--- src/rtl/uart_flag_pkg.sv ---
package uart_flag_pkg;
  localparam int NUM_FLAGS  = 10;
  localparam int NUM_GROUPS = 3;

  localparam int F_TX_EMPTY = 0;
  localparam int F_TX_DONE  = 1;
  localparam int F_RX_FULL  = 2;
  localparam int F_IDLE     = 3;
  localparam int F_RX_EDGE  = 4;
  localparam int F_BREAK    = 5;
  localparam int F_OVERRUN  = 6;
  localparam int F_NOISE    = 7;
  localparam int F_FRAMING  = 8;
  localparam int F_PARITY   = 9;

  localparam logic [NUM_FLAGS-1:0] MASK_TX  = 10'b00_0000_0011;
  localparam logic [NUM_FLAGS-1:0] MASK_RX  = 10'b00_0011_1100;
  localparam logic [NUM_FLAGS-1:0] MASK_ERR = 10'b11_1100_0000;

  function automatic logic [NUM_FLAGS-1:0] group_mask(input int g);
    case (g)
      0:       return MASK_TX;
      1:       return MASK_RX;
      default: return MASK_ERR;
    endcase
  endfunction
endpackage

--- src/rtl/uart_flag_bank.sv ---
module uart_flag_bank #(
  parameter int N = 10
) (
  input  logic         clk,
  input  logic         rst,
  input  logic [N-1:0] set_i,
  input  logic         stat_rd,
  input  logic         data_rd,
  output logic [N-1:0] flag_o,
  output logic [N-1:0] cleared_o
);
  logic [N-1:0] flag_q;
  logic [N-1:0] arm_q;
  logic [N-1:0] clr;

  assign clr       = data_rd ? arm_q : '0;
  assign cleared_o = clr & flag_q & ~set_i;
  assign flag_o    = flag_q;

  always_ff @(posedge clk) begin
    if (rst) begin
      flag_q <= '0;
      arm_q  <= '0;
    end else begin
      flag_q <= (flag_q & ~clr) | set_i;
      if (stat_rd)
        arm_q <= flag_q & ~clr;
      else if (data_rd)
        arm_q <= '0;
    end
  end

  for (genvar i = 0; i < N; i++) begin : g_chk
    // a set pulse always leaves the flag at 1
    p_set_wins_r5: assert property (@(posedge clk) disable iff (rst)
      set_i[i] |=> flag_q[i]);
    // a flag only falls on a data read
    p_fall_on_read_r3: assert property (@(posedge clk) disable iff (rst)
      (flag_q[i] && !data_rd) |=> flag_q[i]);
  end
endmodule

--- src/rtl/uart_idle_guard.sv ---
module uart_idle_guard (
  input  logic clk,
  input  logic rst,
  input  logic idle_req,
  input  logic rx_full_set,
  input  logic idle_cleared,
  output logic idle_ok
);
  logic lock_q;

  assign idle_ok = idle_req & ~lock_q;

  always_ff @(posedge clk) begin
    if (rst)
      lock_q <= 1'b0;
    else if (rx_full_set)
      lock_q <= 1'b0;
    else if (idle_cleared)
      lock_q <= 1'b1;
  end

  // a clear with no new character leaves the guard closed
  p_lock_after_clear_r6: assert property (@(posedge clk) disable iff (rst)
    (idle_cleared && !rx_full_set) |=> lock_q);
endmodule

--- src/rtl/uart_irq_group.sv ---
module uart_irq_group #(
  parameter int             N    = 10,
  parameter logic [N-1:0]   MASK = '0
) (
  input  logic         clk,
  input  logic         rst,
  input  logic [N-1:0] flag_i,
  input  logic [N-1:0] en_i,
  output logic         irq_o
);
  logic irq_q;

  always_ff @(posedge clk) begin
    if (rst) irq_q <= 1'b0;
    else     irq_q <= |(flag_i & en_i & MASK);
  end

  assign irq_o = irq_q;
endmodule

--- src/rtl/uart_flag_irq.sv ---
module uart_flag_irq
  import uart_flag_pkg::*;
(
  input  logic                 clk,
  input  logic                 rst,
  input  logic [NUM_FLAGS-1:0] set_evt,
  input  logic [NUM_FLAGS-1:0] irq_en,
  input  logic                 stat_rd,
  input  logic                 data_rd,
  output logic [NUM_FLAGS-1:0] flags,
  output logic                 irq_tx,
  output logic                 irq_rx,
  output logic                 irq_err
);
  logic [NUM_FLAGS-1:0]  set_eff;
  logic [NUM_FLAGS-1:0]  cleared;
  logic [NUM_GROUPS-1:0] irq_vec;
  logic                  idle_ok;

  uart_idle_guard u_idle (
    .clk          (clk),
    .rst          (rst),
    .idle_req     (set_evt[F_IDLE]),
    .rx_full_set  (set_evt[F_RX_FULL]),
    .idle_cleared (cleared[F_IDLE]),
    .idle_ok      (idle_ok)
  );

  always_comb begin
    set_eff         = set_evt;
    set_eff[F_IDLE] = idle_ok;
  end

  uart_flag_bank #(.N(NUM_FLAGS)) u_bank (
    .clk       (clk),
    .rst       (rst),
    .set_i     (set_eff),
    .stat_rd   (stat_rd),
    .data_rd   (data_rd),
    .flag_o    (flags),
    .cleared_o (cleared)
  );

  for (genvar g = 0; g < NUM_GROUPS; g++) begin : g_irq
    uart_irq_group #(.N(NUM_FLAGS), .MASK(group_mask(g))) u_grp (
      .clk   (clk),
      .rst   (rst),
      .flag_i(flags),
      .en_i  (irq_en),
      .irq_o (irq_vec[g])
    );
  end

  assign irq_tx  = irq_vec[0];
  assign irq_rx  = irq_vec[1];
  assign irq_err = irq_vec[2];

  // an enabled transmit flag raises the transmit line a cycle later
  p_tx_level_r7: assert property (@(posedge clk) disable iff (rst)
    ((flags[F_TX_EMPTY] && irq_en[F_TX_EMPTY]) || (flags[F_TX_DONE] && irq_en[F_TX_DONE])) |=> irq_tx);
  // no error request without an error flag one cycle earlier
  p_err_source_r9: assert property (@(posedge clk) disable iff (rst)
    irq_err |-> $past(|(flags & MASK_ERR)));
  // outputs are quiet right after reset
  p_reset_quiet_r1: assert property (@(posedge clk)
    $past(rst) |-> (flags == '0 && !irq_tx && !irq_rx && !irq_err));
  // an enable change alone never alters the flags
  p_en_no_flag_r10: assert property (@(posedge clk) disable iff (rst)
    (set_eff == '0 && !data_rd) |=> $stable(flags));
endmodule

--- config.mk ---
export PLATFORM = sky130hd
export DESIGN_NAME = uart_flag_irq
export DESIGN_NICKNAME = d
export VERILOG_FILES = /design/src/rtl/uart_flag_pkg.sv /design/src/rtl/uart_flag_bank.sv /design/src/rtl/uart_idle_guard.sv /design/src/rtl/uart_irq_group.sv /design/src/rtl/uart_flag_irq.sv
export SDC_FILE = /design/constraint.sdc
export NUM_CORES = 1
export LEC_CHECK = 0
export ABC_AREA = 1
export BUFFER_PORTS_ARGS = -buffer_cell sky130_fd_sc_hd__buf_2
export CAP_MARGIN = 40
export CORE_MARGIN = 5
export CORE_UTILIZATION = 45
export DETAILED_ROUTE_END_ITERATION = 10
export GPL_ROUTABILITY_DRIVEN = 1
export PLACE_DENSITY = 0.86
export SLEW_MARGIN = 30
export SYNTH_ARGS = -nofsm -noshare
export SYNTH_HDL_FRONTEND = slang
export SYNTH_SLANG_ARGS = --single-unit
--- constraint.sdc ---
create_clock -name clk -period 0.85 [get_ports clk]
set_input_delay 0.17 -clock clk [delete_from_list [all_inputs] [get_ports clk]]
set_output_delay 0.17 -clock clk [all_outputs]
set_load 0.05 [all_outputs]
==> metrics.cfg <==
[synth]
yosysSeqAreaShare_pct = 53.19
synth_cell_type_count = 15
ys_ff_latch = 24
syn_avg_cell_area_um2 = 7.788
synth_edf_count = 0
synth_area_leaders = dfxtp_1 53%, nand2_1 15%, a21oi_1 12%
synth_top_area_share_pct = 53.19
async_flop_share_pct = 0
synth-main-ff-cell = dfxtp_1
syn_inst = 116
netlist_area_um2 = 903.4
synth_top_cell_by_area = dfxtp_1
yosys_warnings = 0
syn-num-nets = 140

[cts]
clkLatencyLatePin_ns = 0.30
cts_buffer_depth = 2
cts.sinks = 24
cts_tree = built
cts_buffers = 3
clkSlewWorstSetupHoldPaths_ns = 0.12
cts_max_level = 1
root_buffer = clkbuf_4

[sta]
fin_skew_ns = 0.004865
fin_tns_setup_ns = -1.583
min_period_ns = 0.9852
worst_slew_pin_slew_ns = 0.2435
slew_violations = 0
fmax_ghz = 1.015
holdWs_ns = 0.06833
max-slew-margin-rel_pct = 83.77
finalCritPeriodShare_pct = 115.9
fin_ws_ns = -0.1352
rsz0062_at_grt = true
finalSetupViolations = 14
final-hold-violation-count = 0

[layout]
layout-drive-gt1-share_pct = 49.70
area_delta_synth_final_pct = 55.26
post_layout_nonfiller_instances = 192
fillers = 155
diodes = 0
final_common_cell = nand2_1
stdcell_area_um2 = 1403
register_area_um2 = 501.7
multi_input_area_um2 = 411.6
final_nets = 191
layout_common_cells = 28 x nand2_1, 23 x buf_2, 20 x a21oi_1

[route]
routed_wl_mm = 2.245
drtAntennaViolNets = 0
vias = 914
first_pass_iters = 4
vias_per_cell = 4.760
drc_errors = 0
dr.first_iter.drc_count = 15
wire_per_inst_um = 11.69

[floorplanning]
pin_count = 37
start_util_pct = 46.52
core_area_um2 = 1942
die_area_um2 = 3004
die_y_um = 54.81
num_rows = 16
die-width_um = 54.81

[power]
p_total_mw = 2.310
leakagePower_nw = 0.6251
ir_drop_v = 0.001225
power_density_nw_per_um2 = 1647

[setup_path]
crit_type = register to output pin
cp.required_ns = 0.68
critPathBufInv = 1
arrival_ns = 0.82
critPathCaptureType = output pin
critical_path.top_delay_family = flip-flops
crit_chain = buf_8
r2r_cells = 5
r2r_start = u_bank.flag_o[3]$_SDFF_PP0_
slowest_stage = dfxtp_4
start_kind = register
reg2reg_to = u_idle.lock_q$_SDFFE_PP0P_
slowest_delay_ns = 0.38
path_max_fanout = 2
reg2reg_slack_ns = -0.01
cp_num_cells = 1

[global_route]
first_global_vias = 864
grt_pass1_wl_mm = 3.519
grt_usage_pct = 16.22
antenna_found_initial = 0
grt_max_degree = 24
grt.overflow.total = 0

[run_status]
failed_checks = setup timing
status = complete, but fails checks

[hold_path]
hold_depth = 3
min_from = set_evt[6]
hold_class = input port to register
holdPathEnd = u_bank.flag_o[6]$_SDFF_PP0_

[placement]
hpwl_mm = 1.481
portBuffers = 36
gp_congestion = 0.6800
placed_cell_area_um2 = 1124
dp_cells = 178

[flow_run]
drv_cap = 0

## layer usage
| metal | vias up | wire, um | GRT usage [%] |
|---|---|---|---|
| li1 | 476 | - | - |
| met1 | 410 | 895 | 18.02 |
| met2 | 28 | 1221 | 30.51 |
| met3 | 0 | 128 | 2.997 |
| met4 | 0 | 0 | 4.979 |
| met5 | - | 0 | 0 |
## final cells by class
cell class	count	area share (%)
Sequential cell	24	35.77
Timing Repair Buffer	50	29.88
Multi-Input combinational cell	85	29.35
Tap cell	27	2.409
Clock buffer	3	1.606
Inverter	3	0.9813
## synthesized netlist by cell type (2+ instances only)
master / n
nand3_1: 10
a21oi_1: 21
dfxtp_1: 24
nor2_1: 14
inv_1: 2
buf_2: 2
nand2_1: 35
## worst max path at each step
| stage | startpoint | end | slack, ns |
|---|---|---|---|
| after floorplan | u_bank.flag_o[3]$_SDFF_PP0_ | u_idle.lock_q$_SDFFE_PP0P_ | -0.03 |
| after global placement | data_rd | u_bank.arm_q[4]$_SDFFE_PP0P_ | 0.007 |
| after detailed placement | data_rd | u_bank.arm_q[4]$_SDFFE_PP0P_ | -0.03 |
| after CTS | u_bank.flag_o[7]$_SDFF_PP0_ | flags[7] | -0.16 |
| after global routing | u_bank.flag_o[7]$_SDFF_PP0_ | flags[7] | -0.18 |
| final | u_bank.flag_o[3]$_SDFF_PP0_ | flags[3] | -0.14 |
## state kept, by name, summed over array words and instances, names as in the netlist
register and flops:
g_irq.u_grp.irq_o 3, u_bank.arm_q 10, u_bank.flag_o 10, u_idle.lock_q 1
## repair_timing
item,CTS,global route
gates resized for setup,41,16
hold buffers,0,0
setup endpoints to repair,13,16
setup buffers,9,2
pin swaps,0,7
## metrics by stage
stage | utilization [%] | setup slack, ns
after global routing | 72.23 | -0.1795
after global placement | 57.86 | 0.006562
final | 72.23 | -0.1352
after floorplan | - | -0.02721
after CTS | 69.01 | -0.1636
after detailed placement | 57.86 | -0.02705
## power breakdown
part,total [mW],internal [mW],switching (mW)
registers,1.25,1.20,0.0496
logic,0.604,0.271,0.333
clock network,0.459,0.165,0.294
total,2.31,1.63,0.676
## kinds of logic (layout without fill, tap and decap cells)
| group | count (synthesis) | after routing | share of synthesized area [%] |
|---|---|---|---|
| AND/OR/NAND/NOR | 63 | 63 | 29.78 |
| buffers and inverters | 7 | 56 | 4.432 |
| AO/OA/AOI/OAI | 22 | 22 | 12.60 |
| flip-flops | 24 | 24 | 53.19 |
(Power assumes the default switching activity.)
